$ cat src/rtl/strap_pkg.sv
package strap_pkg;
  typedef enum logic [1:0] {LVL_LO = 2'b00, LVL_MID = 2'b01, LVL_HI = 2'b10, LVL_BAD = 2'b11} lvl_e;
  typedef enum logic [1:0] {ST_OFF, ST_SETTLE, ST_WAIT, ST_RUN} seq_e;
  typedef struct packed {
    logic out_en;
    logic hiz;
    logic ext66;
    logic test;
    logic err;
  } ctl_t;
endpackage

$ cat src/rtl/strap_seq.sv
module strap_seq #(
  parameter int SETTLE_CYC = 3580
) (
  input  logic clk_i,
  input  logic rst_ni,
  input  logic pwrgd_ni,
  output logic sample_o,
  output logic run_o
);
  import strap_pkg::*;
  localparam int CW = $clog2(SETTLE_CYC + 1);
  localparam logic [CW-1:0] LAST = CW'(SETTLE_CYC - 1);

  seq_e st_q, st_d;
  logic [CW-1:0] cnt_q;

  always_comb begin
    st_d = st_q;
    unique case (st_q)
      ST_OFF:    st_d = ST_SETTLE;
      ST_SETTLE: if (cnt_q == LAST) st_d = ST_WAIT;
      ST_WAIT:   if (!pwrgd_ni) st_d = ST_RUN;
      default:   st_d = ST_RUN;
    endcase
  end

  always_ff @(posedge clk_i or negedge rst_ni) begin
    if (!rst_ni) begin
      st_q  <= ST_OFF;
      cnt_q <= '0;
    end else begin
      st_q <= st_d;
      if (st_q == ST_SETTLE) cnt_q <= cnt_q + 1'b1;
    end
  end

  assign sample_o = (st_q == ST_WAIT) && !pwrgd_ni;
  assign run_o    = (st_q == ST_RUN);
endmodule

$ cat src/rtl/strap_decode.sv
module strap_decode (
  input  logic                 run_i,
  input  strap_pkg::lvl_e      lvl_i,
  input  logic [1:0]           fsel_i,
  output strap_pkg::ctl_t      ctl_o,
  output logic [1:0]           cpu_freq_o
);
  import strap_pkg::*;
  always_comb begin
    ctl_o      = '0;
    cpu_freq_o = 2'b00;
    if (run_i) begin
      unique case (lvl_i)
        LVL_LO: begin
          ctl_o.out_en = 1'b1;
          cpu_freq_o   = fsel_i;
        end
        LVL_HI: begin
          ctl_o.out_en = 1'b1;
          ctl_o.ext66  = 1'b1;
          cpu_freq_o   = fsel_i;
        end
        LVL_MID: begin
          unique case (fsel_i)
            2'b00: ctl_o.hiz = 1'b1;
            2'b01: begin
              ctl_o.test   = 1'b1;
              ctl_o.out_en = 1'b1;
            end
            default: begin
              ctl_o.hiz = 1'b1;
              ctl_o.err = 1'b1;
            end
          endcase
        end
        default: begin
          ctl_o.hiz = 1'b1;
          ctl_o.err = 1'b1;
        end
      endcase
    end
  end
endmodule

$ cat src/rtl/tclk_div.sv
module tclk_div #(
  parameter int STAGES = 3
) (
  input  logic              clk_i,
  input  logic              rst_ni,
  input  logic              en_i,
  output logic [STAGES-1:0] div_o
);
  logic [STAGES-1:0] cnt_q;
  always_ff @(posedge clk_i or negedge rst_ni) begin
    if (!rst_ni)   cnt_q <= '0;
    else if (en_i) cnt_q <= cnt_q + 1'b1;
    else           cnt_q <= '0;
  end
  // bit k toggles at clk/2^(k+1)
  assign div_o = cnt_q;
endmodule

$ cat src/rtl/strap_mode_ctrl.sv
module strap_mode_ctrl #(
  parameter int SETTLE_CYC = 3580,
  parameter int DIV_STAGES = 3
) (
  input  logic                  clk_i,
  input  logic                  rst_ni,
  input  logic                  pwrgd_ni,
  input  logic [1:0]            mode_i,
  input  logic [1:0]            fsel_i,
  input  logic                  mult_i,
  output logic                  ready_o,
  output logic [1:0]            cpu_freq_o,
  output logic                  mult_o,
  output logic                  ext66_sel_o,
  output logic                  out_en_o,
  output logic                  hiz_o,
  output logic                  test_mode_o,
  output logic [DIV_STAGES-1:0] tdiv_o,
  output logic [2:0]            status_o,
  output logic                  err_o
);
  import strap_pkg::*;

  logic sample, run;
  lvl_e lvl_q;
  logic [1:0] fsel_q;
  logic mult_q;
  ctl_t ctl;

  strap_seq #(.SETTLE_CYC(SETTLE_CYC)) u_seq (
    .clk_i(clk_i), .rst_ni(rst_ni), .pwrgd_ni(pwrgd_ni),
    .sample_o(sample), .run_o(run)
  );

  always_ff @(posedge clk_i or negedge rst_ni) begin
    if (!rst_ni) begin
      lvl_q  <= LVL_LO;
      fsel_q <= '0;
      mult_q <= 1'b0;
    end else if (sample) begin
      lvl_q  <= lvl_e'(mode_i);
      fsel_q <= fsel_i;
      mult_q <= mult_i;
    end
  end

  strap_decode u_dec (
    .run_i(run), .lvl_i(lvl_q), .fsel_i(fsel_q),
    .ctl_o(ctl), .cpu_freq_o(cpu_freq_o)
  );

  tclk_div #(.STAGES(DIV_STAGES)) u_div (
    .clk_i(clk_i), .rst_ni(rst_ni), .en_i(ctl.test), .div_o(tdiv_o)
  );

  assign ready_o     = run;
  assign mult_o      = mult_q;
  assign ext66_sel_o = ctl.ext66;
  assign out_en_o    = ctl.out_en;
  assign hiz_o       = ctl.hiz;
  assign test_mode_o = ctl.test;
  assign err_o       = ctl.err;
  assign status_o    = {(lvl_q == LVL_HI), fsel_q};
endmodule

$ cat config.mk
export PLATFORM = sky130hd
export DESIGN_NAME = strap_mode_ctrl
export DESIGN_NICKNAME = d
export VERILOG_FILES = /design/src/rtl/strap_pkg.sv /design/src/rtl/strap_seq.sv /design/src/rtl/strap_decode.sv /design/src/rtl/tclk_div.sv /design/src/rtl/strap_mode_ctrl.sv
export SDC_FILE = /design/constraint.sdc
export NUM_CORES = 1
export LEC_CHECK = 0
export BUFFER_PORTS_ARGS = -buffer_cell sky130_fd_sc_hd__buf_2
export CAP_MARGIN = 10
export CORE_AREA = 2 2 53 55
export CTS_BUF_LIST = sky130_fd_sc_hd__clkbuf_2 sky130_fd_sc_hd__clkbuf_4 sky130_fd_sc_hd__clkbuf_8
export DETAILED_ROUTE_END_ITERATION = 12
export DIE_AREA = 0 0 55 57
export GPL_TIMING_DRIVEN = 0
export PLACE_DENSITY = 0.62
export SLEW_MARGIN = 15
export SYNTH_ARGS = -nofsm -noshare
export SYNTH_HDL_FRONTEND = slang
export SYNTH_SLANG_ARGS = --single-unit
$ cat constraint.sdc
create_clock -name clk_i -period 1.2 [get_ports clk_i]
set_input_delay 0.24 -clock clk_i [delete_from_list [all_inputs] [get_ports clk_i]]
set_output_delay 0.24 -clock clk_i [all_outputs]
set_load 0.05 [all_outputs]
==> reports/summary.md, run 1 <==
Relative to the synthesized area, the layout overhead comes to 60.10%. At the worst endpoint, the required time is 960 ps. In this run the worst path has a maximum fanout of 3. For this design the static power due to leakage is 0.7613 nW.

For this design the top-level I/O count stands at 23. The share of cells above drive strength 1 is 0.6444, and the via density per instance is 4.819. The area share of the leading cell type in the synthesized netlist was 0.5556; the number of global-route vias before repair was 793. For the DRC violations left, the log shows 0. The worst slew slack as a fraction of its limit was 0.6757; the total number of nets in the final design was 146. First-pass GRT wire length: 3249 µm. Endpoint arrival time on the critical path: 1420 ps. The total routing usage reported by global routing was 0.1453; the post-synth design cell area was 991.0 µm². Entering global routing, the biggest net connects 23 pins.

The floorplan step defined a core boundary enclosing 0.002615 mm². The per-instance average area after synthesis was 11.52 µm². For the full die area, the log shows 0.003135 mm². Core occupancy in the finished layout: 0.6067.

STA classifies the critical path endpoint as an output pin. The final sum of negative setup slack is -5511 ps. Per-cell routed wire length: 12.92 µm. The logs give 96 for the synthesized net count and 2145 µm for the routed wire length. STA classifies the critical path startpoint as a flip-flop. The level count of the clock H-tree is 1. The worst hold path belongs to the class input port to flip-flop. The clock-pin slew on the worst setup and hold paths was 120 ps.

Setup repair after global routing could not meet its margin everywhere. The die outline height is 57 µm, and the ratio of total power to cell area is 714.2 mW/mm². The run gives 0.3789 as the starting density of the core.

Sorting the synthesized cells by area gives the leading types as sky130_fd_sc_hd__dfrtp_1 (56%), sky130_fd_sc_hd__xnor2_1 (7.1%), sky130_fd_sc_hd__mux2_2 (6.8%), sky130_fd_sc_hd__xor2_1 (3.5%), sky130_fd_sc_hd__nand3_1 (3.0%). The checks that failed: negative setup slack. The detail route stage leaves a number of antenna-violating nets equal to 0. The post-synthesis sequential area ratio is 0.5556, and the maximum frequency from static timing analysis is 602.5 MHz.

The final hold violation count came out at 0. The final worst-path cycle share is 1.383. For this run, the number of Yosys warnings is 0. The startpoint-to-endpoint class of the critical path is flip-flop to output pin. For the final database, setup skew stands at 8.152 ps. The number of fill cells was 212; the number of iterations in the first detailed-routing pass was 2.

The number of slew-limit violations in the final report was 0. Input and output buffers added on the ports amount to 22. The number of antenna violations at the first check in global routing was 0.

Of all cell types, the one taking the most synthesized area is sky130_fd_sc_hd__dfrtp_1. The longest clock path from root to sink contains 2 buffers. The TritonCTS sink count was 22. The tools report the worst setup slack after layout as -459.8 ps.

Buffers inserted during clock tree synthesis total 3. Excluding fillers, the count of instances in the completed layout stands at 166. The run finished, with violations left. The clock latency on the worst-skew pair came out at 300 ps. The logs give 0 for the total overflow reported by the global router and 139 for the placed cell count. On the final layout, the worst hold slack is 159.2 ps.

The tools report the count of vias placed by the detailed router as 800. The number of synthesized register bits was 22; the transition time at the pin with the least slew margin was 486.4 ps. Setup violations remaining at the end of the flow were counted as 26. TritonCTS built the clock tree. The logs give 23 for the number of distinct library cells after synthesis and 1298 µm for the half-perimeter wire length of the detailed placement result. The run gives 0.0005888 V as the worst vdd rail ir drop. The run gives 86 as the cell count after synthesis. 0 antenna diodes ended up in the layout. At the end of routability-driven placement, the weighted congestion stood at 0.6885. CTS root buffer: sky130_fd_sc_hd__clkbuf_4.

The run gives 19 as the site row count. The detailed router finished its first iteration with 11 violations. The minimum period implied by the final worst setup slack was 1660 ps; the die width was 55 µm.

Max-cap violations in this run came to 0.
[where the power goes]
| group | leakage [nW] | switching [mW] | total [mW] | internal [mW] |
|---|---|---|---|---|
| registers | 0.285 | 0 | 0.741 | 0.741 |
| logic | 0.457 | 0.0185 | 0.0288 | 0.0103 |
| clock network | 0.0184 | 0.211 | 0.363 | 0.152 |
| total | 0.761 | 0.230 | 1.13 | 0.903 |
[layer usage]
metal | vias to the layer above | GRT usage | part of all wire
met5 | - | 0 | 0
met4 | 0 | 0.07317 | 0.0098
met3 | 2 | 0.02356 | 0.044
met2 | 20 | 0.2534 | 0.53
met1 | 389 | 0.1652 | 0.42
li1 | 389 | - | -
[worst paths after layout]
check | start | to | slack [ps] | depth (start not counted)
worst min register to register | u_div.div_o[0] | u_div.div_o[0] | 470 | 1
worst max register to register | u_seq.st_q[1] | u_seq.cnt_q[11] | -210 | 5
worst min-delay path | mult_i | mult_o | 160 | 2
worst max-delay path | fsel_q[1] | test_mode_o | -460 | 5
max in group asynchronous | rst_ni | u_seq.st_q[1] | 420 | 2
min in group asynchronous | rst_ni | u_seq.cnt_q[11] | 420 | 2
[cells in the final DEF, fill, tap and decap left out, drive strengths merged, types with 4 or more instances in the layout]
cell type	netlist	final
buf	0	44
dfrtp	22	22
xnor2	8	8
nand2	8	8
nor2	7	7
nand3	6	6
mux2	6	6
xor2	4	4
clkbuf	0	4
and2	4	4
[final cells by class]
type / count / area, µm² / area share
flip-flops and latches: 22 / 556.8 / 0.3509
multi-input cells: 61 / 553.0 / 0.3486
repair buffers: 45 / 392.9 / 0.2476
well taps: 31 / 38.79 / 0.02445
clock buffers: 4 / 30.03 / 0.01893
inverters: 3 / 15.01 / 0.009464
[repair_timing]
item / 4_1_cts / 5_1_grt
setup buffers: 15 / 7
resized for setup: 44 / 8
endpoints found under the setup margin: 29 / 29
pin swaps: 9 / 7
hold endpoints to repair: 22 / 0
hold buffers: 1 / 0
[per-stage QoR]
| stage | worst slack (ps) | instance area (µm²) | power (mW) |
|---|---|---|---|
| finish | -459.8 | 1587 | 1.133 |
| global route | -506.0 | 1587 | 1.179 |
| CTS | -456.9 | 1506 | 1.147 |
| detailed placement | -328.7 | 1219 | 0.7823 |
| global placement | -299.5 | 1219 | 0.7819 |
| floorplan | -280.0 | 1070 | 0.7558 |
[worst max-delay path, cell delays in order (launching register included)]
cell and delay [ps]:
sky130_fd_sc_hd__dfrtp_2 450, sky130_fd_sc_hd__nor2_4 130, sky130_fd_sc_hd__nand2_2 70, sky130_fd_sc_hd__or2_4 250
sky130_fd_sc_hd__clkinvlp_4 80, sky130_fd_sc_hd__buf_8 140
[cell usage after synthesis]
cell type and instances:
sky130_fd_sc_hd__nor4_2 1, sky130_fd_sc_hd__and4_1 1, sky130_fd_sc_hd__and3_1 1, sky130_fd_sc_hd__inv_1 3, sky130_fd_sc_hd__xnor2_1 8, sky130_fd_sc_hd__nor4b_1 1
sky130_fd_sc_hd__nand4_1 2, sky130_fd_sc_hd__mux2_2 6, sky130_fd_sc_hd__nor2_1 7, sky130_fd_sc_hd__a21oi_1 2, sky130_fd_sc_hd__xor2_1 4, sky130_fd_sc_hd__nor2b_1 2
sky130_fd_sc_hd__and2_1 4, sky130_fd_sc_hd__nand2_1 8, sky130_fd_sc_hd__and3b_1 1, sky130_fd_sc_hd__ha_1 2, sky130_fd_sc_hd__o21a_1 1, sky130_fd_sc_hd__dfrtp_1 22
sky130_fd_sc_hd__nand2b_1 1, sky130_fd_sc_hd__or2_2 1, sky130_fd_sc_hd__nand3b_1 1, sky130_fd_sc_hd__nand3_1 6, sky130_fd_sc_hd__nor3b_2 1
[kinds of logic after synthesis]
group | count (synthesis) | synth area share
adder cells (fa/ha/maj) | 2 | 0.02525
multiplexers | 6 | 0.06818
AO/OA/AOI/OAI | 3 | 0.01768
buffers and inverters | 3 | 0.01136
AND/OR/NAND/NOR | 38 | 0.2159
flip-flops | 22 | 0.5556
XOR/XNOR | 12 | 0.1061
[sequential cells by signal, indices dropped and copies added, names as in the netlist]
register	cells
fsel_q	2
lvl_q	2
mult_o	1
u_div.div_o	3
u_seq.cnt_q	12
u_seq.st_q	2
No activity file was read; power rests on OpenSTA's default activity.
==> run 2, diff against run 1 <==
--- a/config.mk
+++ b/config.mk
@@ -6,13 +6,14 @@
 export NUM_CORES = 1
 export LEC_CHECK = 0
 export BUFFER_PORTS_ARGS = -buffer_cell sky130_fd_sc_hd__buf_2
-export CAP_MARGIN = 10
+export CAP_MARGIN = 20
 export CORE_AREA = 2 2 53 55
 export CTS_BUF_LIST = sky130_fd_sc_hd__clkbuf_2 sky130_fd_sc_hd__clkbuf_4 sky130_fd_sc_hd__clkbuf_8
 export DETAILED_ROUTE_END_ITERATION = 12
 export DIE_AREA = 0 0 55 57
 export GPL_TIMING_DRIVEN = 0
 export PLACE_DENSITY = 0.62
+export REMOVE_ABC_BUFFERS = 1
 export SLEW_MARGIN = 15
 export SYNTH_ARGS = -nofsm -noshare
 export SYNTH_HDL_FRONTEND = slang
==> reports/summary.md, run 2 (synthesized netlist as in run 1, its figures left out) <==
The run finished, with violations left. The final reports fail on negative setup slack. Data on the critical path is required at its endpoint by 960 ps. The proportion of power drawn by the clock network was 0.429. The run gives -340 ps as the register-to-register path setup slack. The die outline height was 57 µm; the maximum frequency from static timing analysis was 581.0 MHz. The logs give 3028 µm for the routed wire length and 0.003135 mm² for the full die area. For this design the ratio of total power to cell area is 782.4 mW/mm².

The final hold violation count is 0, and the transition time at the pin with the least slew margin is 501.4 ps. The tools report the number of iterations in the first detailed-routing pass as 4. The via density per instance came out at 5.247. For the part of the power in combinational logic, the log shows 0.022.

For this run, design rule violations remaining after detail routing come to 0. TritonCTS built the clock tree. Of all nets on the critical path, the largest fanout is 4. The finished cells cover 0.001727 mm². The kind of capture point of the worst setup path was an output pin.

The starting density of the core was 0.3789. The multi-input combinational cells in the finished layout cover a total of 620.6 µm². Number of port buffers: 22. From synthesis to final layout, the design area changed by 74.24%. For the sequential cell area, the log shows 554.3 µm².

The length in cells of the worst reg-to-reg path came out at 5. VDD sags by at most 0.0008842 V. The clock latency on the worst-skew pair is 320 ps, and the path length in cells of the critical path is 5.

The final worst-path cycle share is 1.434, and the final sum of negative setup slack is -7493 ps. The die is 55 µm wide. Counting every sink on the clock net gives 22.

Core occupancy in the finished layout: 0.6603. The maximum number of pins on one net before global-route repair was 23. Routability-driven placement finished with a final weighted congestion of 0.7244. Path type of the worst min-delay path: input port to flip-flop. The run gives 0.549 as the sequential power share. The layout has 187 filler cells. CTS root buffer: sky130_fd_sc_hd__clkbuf_4. Minimum period implied by the final worst setup slack: 1721 ps. Highest-delay cell along the critical path: sky130_fd_sc_hd__dfrtp_1. The internal portion of the total power is 1.089 mW. Power comes to 1.351 mW. Across the routed clock network, the largest skew measured is 7.576 ps. The run gives 0.002615 mm² as the core area. For the level count of the clock H-tree, the log shows 1. The first global-routing pass estimated 4077 µm of wire. The half-perimeter wire length of the detailed placement result is 1209 µm. Number of antenna violations at the first check in global routing: 0. The register with the most flip-flops in the layout has 12 of them. The total routing usage reported by global routing is 0.1834, and the clock-pin slew on the worst setup and hold paths is 130 ps.

The dominant delay contributor by cell family on the critical path was flip-flops. The endpoint arrival time on the critical path was 1480 ps. The repair_antennas step left the layout with diodes totalling 0. The type of origin of the critical path was a flip-flop. Once detail routing completed, the nets flagged for antenna violations numbered 0. The share of cells above drive strength 1 came out at 0.6835. The number of instances on the worst hold path is 2, and the number of slew-limit violations in the final report is 0.

The tool flagged a number of max-cap violations equal to 0. Walking the worst path, the cells encountered are nor2_4 -> nand2_2 -> buf_4 -> a21oi_2 -> buf_6. The reported leakage power came out at 0.8226 nW. Dividing the detail-routed wire length by the instance count gives 17.81 µm. The library cell used most frequently in the layout, excluding fill and tap cells, is sky130_fd_sc_hd__buf_6. Number of DRC markers in iteration 0: 33.

The tools report the worst setup slack after layout as -521.2 ps. The logs give 0 for the total overflow reported by the global router and 2 for the maximum number of buffers from clock root to sink. After detailed placement, the total cell area comes to 0.001140 mm². The library cells used most frequently in the layout, excluding fill and tap cells, are sky130_fd_sc_hd__buf_6 (21), sky130_fd_sc_hd__dfrtp_1 (19), sky130_fd_sc_hd__buf_4 (18). The net switching power is 0.2615 mW. The number of global-route vias before repair is 809.

The total number of nets in the final design was 150. The run gives 892 as the count of vias placed by the detailed router. The largest single stage delay on the critical path is 450 ps. The switching part of the total power is 0.1936. Largest register by flop count: u_seq.cnt_q. The run gives 19 as the site row count.

By startpoint and endpoint, the worst setup path is classified as flip-flop to output pin. Pin placement for this block handled 23 I/O pins. Setup violations remaining at the end of the flow were counted as 29. The worst slew slack as a fraction of its limit is 0.6658, and the buffer and inverter count on the worst path is 2.

The tools report the minimum setup slack after placement as -311.1 ps. Number of CTS-inserted buffers: 3. Setup repair after global routing could not meet its margin everywhere.
-- run 2: worst paths after layout --
check,start,end
setup / recovery,lvl_q[1],out_en_o
hold / removal,mode_i[0],lvl_q[0]
setup reg to reg,u_seq.st_q[1],u_seq.cnt_q[11]
hold reg to reg,u_seq.cnt_q[6],u_seq.cnt_q[6]
max in group asynchronous,rst_ni,u_seq.st_q[0]
min in group asynchronous,rst_ni,u_seq.cnt_q[2]
-- run 2: layer usage --
metal  vias to the layer above  track usage  wire length, µm
met5                         -            0                0
met2                        27       0.3078             1643
met1                       466       0.2396             1225
met3                         6      0.01571               92
li1                        393            -                -
met4                         0      0.07317               67
-- run 2: metrics by stage --
stage	std cells	hold slack, ps
after global placement	139	224.6
after global routing	170	125.2
final	170	142.9
after detailed placement	139	235.1
after CTS	159	145.4
after floorplan	86	-55.59
-- run 2: cell type report --
type	instances	share of cell area
Clock buffer	3	0.01304
Clock inverter	1	0.01739
Inverter	3	0.007971
Multi-Input combinational cell	61	0.3594
Sequential cell	22	0.3210
Tap cell	31	0.02246
Timing Repair Buffer	49	0.2587
-- run 2: power by group through the flow --
stage	logic [mW]	registers, mW	clock network (mW)
2_1_floorplan	0.000179	0.756	0
3_3_place_gp	0.0254	0.755	0
3_5_place_dp	0.0263	0.755	0
4_1_cts	0.0297	0.741	0.580
5_1_grt	0.0338	0.742	0.630
6_report	0.0298	0.741	0.580
-- run 2: what timing repair did --
item / CTS / global route
cloned: 0 / 0
resized for setup: 53 / 43
endpoints found under the setup margin: 30 / 35
hold buffers: 1 / 0
setup buffers: 15 / 14
hold endpoints to repair: 22 / 0
pin swaps: 13 / 16
-- run 2: worst register-to-register path, cell delays in order (launching register included) --
cell                      delay [ps]
sky130_fd_sc_hd__dfrtp_2         460
sky130_fd_sc_hd__buf_6           140
sky130_fd_sc_hd__and3b_2         280
sky130_fd_sc_hd__nand4_1         160
sky130_fd_sc_hd__nor4_2          270
sky130_fd_sc_hd__xor2_1          160
